<file path="src/rtl/hcm_pkg.sv">
package hcm_pkg;
  localparam int unsigned HALF_W  = 16;
  localparam int unsigned EXP_W   = 5;
  localparam int unsigned MAN_W   = 10;
  localparam int unsigned LANES   = 2;
  localparam int unsigned WORD_W  = HALF_W * LANES;
  localparam int unsigned COND_W  = 3;
  localparam int unsigned COMB_W  = 2;

  localparam logic [HALF_W-1:0] PAT_ONE  = 16'h3C00;
  localparam logic [HALF_W-1:0] PAT_ALL  = {HALF_W{1'b1}};

  // Condition codes: bit 0 = less, bit 1 = equal, bit 2 = greater
  localparam logic [COND_W-1:0] C_NEVER = 3'd0;
  localparam logic [COND_W-1:0] C_LT    = 3'd1;
  localparam logic [COND_W-1:0] C_NE    = 3'd5;
  localparam logic [COND_W-1:0] C_ALWAYS = 3'd7;

  typedef enum logic [COMB_W-1:0] {
    CMB_AND  = 2'd0,
    CMB_OR   = 2'd1,
    CMB_XOR  = 2'd2,
    CMB_RSVD = 2'd3
  } comb_e;

  typedef struct packed {
    logic lt;
    logic eq;
    logic gt;
    logic unord;
  } rel_t;

  function automatic logic half_is_nan(input logic [HALF_W-1:0] v);
    return (&v[HALF_W-2 -: EXP_W]) && (|v[MAN_W-1:0]);
  endfunction

  function automatic logic half_is_zero(input logic [HALF_W-1:0] v);
    return ~|v[HALF_W-2:0];
  endfunction

  // Map sign-magnitude to an unsigned key that orders like the real value
  function automatic logic [HALF_W-1:0] half_key(input logic [HALF_W-1:0] v);
    return v[HALF_W-1] ? ~v : (v | {1'b1, {(HALF_W-1){1'b0}}});
  endfunction
endpackage

</file>
<file path="src/rtl/hcm_lane_cmp.sv">
module hcm_lane_cmp
  import hcm_pkg::*;
#(
  parameter int unsigned W = HALF_W
) (
  input  logic [W-1:0]      a,
  input  logic [W-1:0]      b,
  input  logic [COND_W-1:0] cond,
  output rel_t              rel,
  output logic              hit
);
  logic a_nan, b_nan, both_zero;
  logic [W-1:0] key_a, key_b;

  always_comb begin
    a_nan     = half_is_nan(a);
    b_nan     = half_is_nan(b);
    both_zero = half_is_zero(a) && half_is_zero(b);
    key_a     = half_key(a);
    key_b     = half_key(b);

    rel.unord = a_nan || b_nan;
    rel.eq    = !rel.unord && (both_zero || (a == b));
    rel.lt    = !rel.unord && !both_zero && (key_a < key_b);
    rel.gt    = !rel.unord && !both_zero && (key_a > key_b);

    if (rel.unord)
      hit = (cond == C_NE) || (cond == C_ALWAYS);
    else
      hit = |(cond & {rel.gt, rel.eq, rel.lt});
  end

  // p_one_relation_r2: an ordered pair is in exactly one relation
  always_comb begin
    if (!rel.unord)
      p_one_relation_r2: assert ($onehot({rel.lt, rel.eq, rel.gt}))
        else $error("R2 ordered pair not in exactly one relation");
  end

  // p_nan_ordered_false_r3: NaN fails every ordered test
  always_comb begin
    if ((a_nan || b_nan) && cond != C_NE && cond != C_ALWAYS)
      p_nan_ordered_false_r3: assert (!hit)
        else $error("R3 NaN passed an ordered compare");
  end

  // p_zero_equal_r4: signed zeros are equal
  always_comb begin
    if (half_is_zero(a) && half_is_zero(b))
      p_zero_equal_r4: assert (rel.eq && !rel.lt && !rel.gt)
        else $error("R4 signed zeros not equal");
  end
endmodule

</file>
<file path="src/rtl/hcm_lane_fold.sv">
module hcm_lane_fold
  import hcm_pkg::*;
#(
  parameter int unsigned W = HALF_W
) (
  input  logic              hit,
  input  logic [COMB_W-1:0] comb_op,
  input  logic              pred,
  input  logic              fmt_one,
  output logic [W-1:0]      lane_out
);
  logic merged;
  logic [W-1:0] pattern;

  always_comb begin
    unique case (comb_e'(comb_op))
      CMB_OR:   merged = hit | pred;
      CMB_XOR:  merged = hit ^ pred;
      default:  merged = hit & pred;
    endcase
    pattern  = fmt_one ? PAT_ONE : PAT_ALL;
    lane_out = merged ? pattern : '0;
  end

  // p_lane_pattern_r7: a lane is either zero or the chosen true pattern
  always_comb begin
    p_lane_pattern_r7: assert (lane_out == '0 ||
                               lane_out == (fmt_one ? PAT_ONE : PAT_ALL))
      else $error("R7 lane word is not a legal pattern");
  end

  // p_and_dominates_r5: AND-like codes with a false predicate yield zero
  always_comb begin
    if ((comb_op == CMB_AND || comb_op == CMB_RSVD) && !pred)
      p_and_dominates_r5: assert (lane_out == '0)
        else $error("R5 AND with false predicate wrote nonzero");
  end
endmodule

</file>
<file path="src/rtl/hcm_out_stage.sv">
module hcm_out_stage #(
  parameter int unsigned W = 32
) (
  input  logic         clk,
  input  logic         rst_n,
  input  logic         in_valid,
  output logic         in_ready,
  input  logic [W-1:0] in_data,
  output logic         out_valid,
  input  logic         out_ready,
  output logic [W-1:0] out_data
);
  logic take;

  assign in_ready = !out_valid || out_ready;
  assign take     = in_valid && in_ready;

  always_ff @(posedge clk or negedge rst_n) begin
    if (!rst_n) begin
      out_valid <= 1'b0;
      out_data  <= '0;
    end else begin
      if (take) begin
        out_valid <= 1'b1;
        out_data  <= in_data;
      end else if (out_ready) begin
        out_valid <= 1'b0;
      end
    end
  end

  p_stall_hold_r8: assert property (@(posedge clk) disable iff (!rst_n)
    out_valid && !out_ready |=> out_valid && $stable(out_data))
    else $error("R8 output changed while stalled");

  p_accept_valid_r8: assert property (@(posedge clk) disable iff (!rst_n)
    in_valid && in_ready |=> out_valid)
    else $error("R8 accepted word did not appear");

  p_drain_clears_r8: assert property (@(posedge clk) disable iff (!rst_n)
    out_valid && out_ready && !in_valid |=> !out_valid)
    else $error("R8 drained word still valid");
endmodule

</file>
<file path="src/rtl/hcm_mask_unit.sv">
module hcm_mask_unit
  import hcm_pkg::*;
(
  input  logic              clk,
  input  logic              rst_n,
  input  logic              in_valid,
  output logic              in_ready,
  input  logic [WORD_W-1:0] op_a,
  input  logic [WORD_W-1:0] op_b,
  input  logic [COND_W-1:0] cond,
  input  logic [COMB_W-1:0] comb_op,
  input  logic              pred_val,
  input  logic              pred_inv,
  input  logic              fmt_one,
  output logic              out_valid,
  input  logic              out_ready,
  output logic [WORD_W-1:0] out_mask
);
  logic              pred_eff;
  logic [WORD_W-1:0] mask_next;

  assign pred_eff = pred_val ^ pred_inv;

  for (genvar g = 0; g < LANES; g++) begin : g_lane
    rel_t lane_rel;
    logic lane_hit;
    logic [HALF_W-1:0] lane_word;

    hcm_lane_cmp #(.W(HALF_W)) u_cmp (
      .a    (op_a[g*HALF_W +: HALF_W]),
      .b    (op_b[g*HALF_W +: HALF_W]),
      .cond (cond),
      .rel  (lane_rel),
      .hit  (lane_hit)
    );

    hcm_lane_fold #(.W(HALF_W)) u_fold (
      .hit      (lane_hit),
      .comb_op  (comb_op),
      .pred     (pred_eff),
      .fmt_one  (fmt_one),
      .lane_out (lane_word)
    );

    assign mask_next[g*HALF_W +: HALF_W] = lane_word;
  end

  hcm_out_stage #(.W(WORD_W)) u_out (
    .clk       (clk),
    .rst_n     (rst_n),
    .in_valid  (in_valid),
    .in_ready  (in_ready),
    .in_data   (mask_next),
    .out_valid (out_valid),
    .out_ready (out_ready),
    .out_data  (out_mask)
  );

  p_idle_zero_r9: assert property (@(posedge clk) disable iff (!rst_n)
    !out_valid && !$past(out_valid) && !$past(in_valid) |-> out_mask == $past(out_mask))
    else $error("R9 idle mask changed");
endmodule

</file>
<file path="config.mk">
export PLATFORM = sky130hd
export DESIGN_NAME = hcm_mask_unit
export DESIGN_NICKNAME = d
export VERILOG_FILES = /design/src/rtl/hcm_pkg.sv /design/src/rtl/hcm_lane_cmp.sv /design/src/rtl/hcm_lane_fold.sv /design/src/rtl/hcm_out_stage.sv /design/src/rtl/hcm_mask_unit.sv
export SDC_FILE = /design/constraint.sdc
export NUM_CORES = 1
export LEC_CHECK = 0
export BUFFER_PORTS_ARGS = -buffer_cell sky130_fd_sc_hd__buf_2
export CORE_UTILIZATION = 53
export CTS_CLUSTER_SIZE = 25
export DETAILED_ROUTE_END_ITERATION = 10
export PLACE_DENSITY = 0.89
export SLEW_MARGIN = 20
export SYNTH_ARGS = -nofsm -noshare
export SYNTH_HDL_FRONTEND = slang
export SYNTH_SLANG_ARGS = --single-unit
</file>
<file path="constraint.sdc">
create_clock -name clk -period 1.8 [get_ports clk]
set_input_delay 0.18 -clock clk [delete_from_list [all_inputs] [get_ports clk]]
set_output_delay 0.18 -clock clk [all_outputs]
set_load 0.01 [all_outputs]
</file>
==> results.cfg, run 1 <==
[critical_path]
cp.arrival_ns = 2.90
slowest_stage = ha_1
max_stage_delay_ns = 0.36
critPathKind = input port to flip-flop
cp-end-kind = flip-flop
path_buf_inv = 2
cp_max_fo = 8
cp_top_family = compound AO/OA/AOI/OAI gates
critPathLaunchType = input port
required_ns = 1.90
worstPathCellList = buf_12, buf_12, xor2_1, ha_1, a21oi_1, a21oi_2, nor4_2, mux2i_1, o31a_1, ha_1, a22oi_2, o21ai_2, mux2_4

[clock_network]
h-tree-depth = 1
cts_tree = built
clkTransAtPathRegs_ns = 0.04
clock_latency_ns = 0.22
cts-root-buf = clkbuf_8
clock_path_buffers = 2
cts.sinks = 5
numCtsBuffers = 3

[finish]
post-route-util = 0.827
layout.cells.non_filler = 506
diodes = 0
drive_above_1_share = 0.467
fillCellCount = 260
area_delta_synth_final_pct = 50.1
layout.nets = 569
final_cell_area_um2 = 3600

[sta]
finalSetupTns_ns = -3.49
hold_viol_final = 0
timing.slew.headroom = 0.769
setup_viol = 4
rsz0062_at_grt = true
finalHoldWorstSlack_ns = 0.178
layout_min_cycle_time_ns = 2.80
fin_ws_ns = -0.999
slew_violations = 0
timing.fmax_ghz = 0.357
tightestPinTransition_ns = 0.344
clock_skew_ns = 0.000503
finalCritPeriodShare = 1.56

[pwr]
ir_worst_vdd_v = 0.000265
fin_total_pwr_mw = 1.54
power.leakage_nw = 1.80
power_density_nw_per_um2 = 429

[logic_synthesis]
syn_area_um2 = 2400
syn_area_per_cell_um2 = 8.08
synth.most_common_cell = xnor2_1
synth_commonest_cells = xnor2_1 (60), ha_1 (38), xor2_1 (31)
yosysSeqAreaShare = 0.0522
synth_cells = 297
yosysTopAreaCellShare = 0.219
synth_nets = 411
synth.distinct_cells = 36
synth-seq-cells = 5
async_reset_ff_frac = 1.00
synth_top_area_cell = xnor2_1
synth_edf_count = 0
synth.area.top_cells = xnor2_1 (22%), ha_1 (20%), xor2_1 (11%)
synth.yosys.warnings = 0
synth_ff_type = dfrtp_1

[global_route]
grt_pass1_wl_mm = 13.2
grt_max_degree = 17
grt_pass1_vias = 2967
overflow = 0
antenna_found_initial = 0
grtUsageTotal = 0.332

[status]
status = complete, but fails checks
violations = negative setup slack

[routing]
drtIter0Drc = 154
first_pass_iters = 4
route.detailed.drc = 0
wl_per_cell_um = 15.9
vias = 2839
postRouteAntennaNets = 0
drt-total-wl_mm = 8.05
via_per_inst = 5.61

[floorplan]
num_rows = 24
fp.dieH_um = 69.3
boundaryPins = 110
core_area_um2 = 4350
start_util = 0.551
dieArea_um2 = 4800
die_x_um = 69.3

[place]
dp_slack_ns = -1.26
placed_cells = 496
place_area_um2 = 3360
routabilityCongestion = 0.893
port_buffers = 109
place_hpwl_mm = 6.24

[run]
drv_cap = 0

[min_path]
hp-class = input port to flip-flop
==> final timing paths <==
check / start / to / slack (ns) / cells after the start
min: in_valid / u_out.out_valid / 0.18 / 2
max reg2reg: u_out.out_valid / u_out.out_data[13] / 0.70 / 3
max in group asynchronous: rst_n / u_out.out_data[13] / 1.37 / 2
min reg2reg: u_out.out_valid / u_out.out_valid / 0.55 / 2
min in group asynchronous: rst_n / u_out.out_valid / 0.31 / 2
max: op_a[31] / u_out.out_data[29] / -1.0 / 13
==> state kept, by name, indices dropped and copies added (netlist names) <==
register	cells
u_out.out_data	4
u_out.out_valid	1
==> logic make-up (layout without fill, tap and decap cells) <==
| logic type | Yosys count | count (layout) | synth area share |
|---|---|---|---|
| simple gates | 74 | 74 | 0.173 |
| fa+ha+maj | 38 | 38 | 0.198 |
| flops | 5 | 5 | 0.0522 |
| xor+xnor | 91 | 91 | 0.332 |
| mux | 6 | 6 | 0.0266 |
| compound gates | 39 | 39 | 0.103 |
| buf+inv | 44 | 201 | 0.115 |
==> placed cells by master, fill, tap and decap left out, types with 2 or more instances in the layout <==
cell	n
buf_2	105
buf_4	75
xnor2_1	60
ha_1	37
xor2_1	28
nand4_1	19
nor4_1	13
a21oi_1	12
nand3_1	9
nand2_1	9
nor2_1	9
inv_1	8
a21o_1	5
o21ai_1	5
dfrtp_1	5
and3_1	4
xor2_2	3
nor3_2	3
mux2i_1	3
clkbuf_8	3
buf_12	3
buf_6	3
a21oi_2	2
o211ai_1	2
nor4_2	2
nand2b_1	2
a22oi_2	2
a22o_1	2
mux2_4	2
==> power breakdown <==
group          switching, mW  leakage (nW)  internal, mW
combinational          0.585          1.71         0.592
clock                 0.0569        0.0228         0.152
sequential            0.0276        0.0636         0.130
==> layer usage <==
metal  track usage  share of wire  vias up  wire [um]
met2         0.607           0.53      134       4240
met5             0              0        -          0
met4         0.177          0.037        0        295
met1         0.366           0.39     1330       3130
li1              -              -     1347          -
met3        0.0509          0.047       28        381
==> final cells by class <==
type	count	area, um^2	area share
inverter	8	30.0	0.00834
sequential	5	125	0.0347
clock buffer	4	45.0	0.0125
tap	52	65.1	0.0181
timing repair buffer	189	1230	0.343
multi-input combinational	248	2100	0.583
==> timing repair <==
item                                   4_1_cts  5_1_grt
cloned                                       1        0
endpoints found under the hold margin        5        0
gates resized for setup                     23        5
pin swaps                                   18        5
setup endpoints to repair                    4        4
hold buffers                                 1        0
setup buffers                                3        1
Power figures use the tool's default switching activity.
==> run 2, diff against run 1 <==
--- a/config.mk
+++ b/config.mk
@@ -5,11 +5,11 @@
 export SDC_FILE = /design/constraint.sdc
 export NUM_CORES = 1
 export LEC_CHECK = 0
-export BUFFER_PORTS_ARGS = -buffer_cell sky130_fd_sc_hd__buf_2
-export CORE_UTILIZATION = 53
+export CORE_UTILIZATION = 65
 export CTS_CLUSTER_SIZE = 25
 export DETAILED_ROUTE_END_ITERATION = 10
-export PLACE_DENSITY = 0.89
+export DONT_BUFFER_PORTS = 1
+export PLACE_DENSITY = 0.81
 export SLEW_MARGIN = 20
 export SYNTH_ARGS = -nofsm -noshare
 export SYNTH_HDL_FRONTEND = slang
==> results.cfg, run 2 (same netlist as run 1, synthesis figures left out) <==
[status]
status = complete, but fails checks
violations = negative setup slack

[clock_network]
numCtsBuffers = 3
clock_path_buffers = 2
cts_tree = built
cts-root-buf = clkbuf_8
clkTransAtPathRegs_ns = 0.04
h-tree-depth = 1
cts.sinks = 5
clock_latency_ns = 0.22

[finish]
final_cell_area_um2 = 2430
post-route-util = 0.707
drive_above_1_share = 0.115
largestRegisters = u_out.out_data x4, u_out.out_valid x1
diodes = 0
area_delta_synth_final_pct = 1.46
layout.nets = 393
final_cell_mix = xnor2_1 (59), ha_1 (38), xor2_1 (31), nand4_1 (19), nor4_1 (14)
final_common_cell = xnor2_1
largest_reg_flops = 4
largest-register = u_out.out_data

[critical_path]
r2r_start = u_out.out_valid
startpoint = op_a[1]
cp.arrival_ns = 2.51
cp-end-kind = flip-flop
r2r_end = u_out.out_data[29]
reg2reg_depth = 3
critPathLaunchType = input port
critPathKind = input port to flip-flop
cp_max_fo = 3
required_ns = 1.90
r2r_slack_ns = 0.56

[pwr]
fin_total_pwr_mw = 1.08
ir_worst_vdd_v = 0.000239
power_density_nw_per_um2 = 444
power.leakage_nw = 0.976

[place]
routabilityCongestion = 0.825
place_hpwl_mm = 4.61
place_area_um2 = 2300
port_buffers = 0

[sta]
tightestPinTransition_ns = 0.430
finalCritPeriodShare = 1.34
hold_viol_final = 0
slew_violations = 0
rsz0062_at_grt = true
timing.slew.headroom = 0.713
clock_skew_ns = 0.00134
setup_viol = 4
fin_ws_ns = -0.614
layout_min_cycle_time_ns = 2.41
timing.fmax_ghz = 0.414

[global_route]
antenna_found_initial = 0
overflow = 0
grt_pass1_vias = 2165
grt_pass1_wl_mm = 9.23
grt_max_degree = 17
grtUsageTotal = 0.283

[min_path]
whs_endpoint = u_out.out_valid
whs_path_depth = 1
worstHoldStart = in_valid
hp-class = input port to flip-flop

[floorplan]
die_x_um = 62.7
fp.dieH_um = 62.7
boundaryPins = 110
dieArea_um2 = 3940
num_rows = 21
core_area_um2 = 3440
start_util = 0.697

[routing]
drtIter0Drc = 115
postRouteAntennaNets = 0
via_per_inst = 6.31
wl_per_cell_um = 16.9
first_pass_iters = 4
vias = 2046
route.detailed.drc = 0
drt-total-wl_mm = 5.49

[run]
drv_cap = 0
run 2: changes by cell type in the layout (fill, tap and decap cells not counted), moves of 3 or more:
cell and change:
buf_12 -3, xor2_1 +3, xor2_2 -3, buf_4 -63, buf_6 -3, buf_2 -105
run 2: worst max path at each step:
stage	end	slack, ns	cells after the start
after floorplan	u_out.out_data[29]	-0.91	14
after global placement	u_out.out_data[29]	-0.80	12
after detailed placement	u_out.out_data[29]	-0.85	12
after CTS	u_out.out_data[13]	-0.56	12
after global routing	u_out.out_data[29]	-0.77	12
final	u_out.out_data[13]	-0.61	12
run 2: where the power goes:
| part | internal, mW | switching, mW |
|---|---|---|
| sequential | 0.130 | 0.0433 |
| combinational | 0.352 | 0.349 |
| clock | 0.152 | 0.0540 |
| total | 0.633 | 0.447 |
run 2: layout make-up:
class / count / area, um^2
fillers: 292 / 1010
well taps: 46 / 57.6
inverters: 8 / 30.0
clock buffers: 4 / 45.0
flip-flops and latches: 5 / 125
multi-input cells: 248 / 2080
repair buffers: 13 / 100
run 2: critical path, cell delays in order:
cell	delay, ns
xor2_1	0.14
ha_1	0.28
nor2b_1	0.13
o211ai_1	0.29
a2111oi_4	0.12
nor3_2	0.20
mux2i_1	0.26
a21o_1	0.15
ha_1	0.22
a22oi_1	0.17
o21ai_1	0.10
mux2_4	0.27
run 2: what timing repair did:
action / CTS / global route
gates resized for setup: 2 / 9
pin swaps: 6 / 20
setup buffers: 0 / 2
hold endpoints to repair: 5 / 0
setup endpoints to repair: 4 / 4
hold buffers: 1 / 0
run 2: through the flow:
step | TNS (ns) | hold slack, ns | worst slack, ns | instances
global route | -2.86 | 0.0940 | -0.770 | 324
CTS | -2.11 | 0.0762 | -0.565 | 322
floorplan | -3.35 | -0.116 | -0.911 | 297
finish | -2.20 | 0.0779 | -0.614 | 324
global placement | -2.96 | -0.115 | -0.796 | 317
detailed placement | -3.10 | -0.116 | -0.854 | 317
run 2: routing by layer:
metal | track usage | vias to the layer above | wire length (um)
met5 | 0 | - | 0
met4 | 0.0436 | 0 | 36
met3 | 0.0420 | 4 | 350
met2 | 0.538 | 95 | 2940
met1 | 0.335 | 952 | 2160
li1 | - | 995 | -
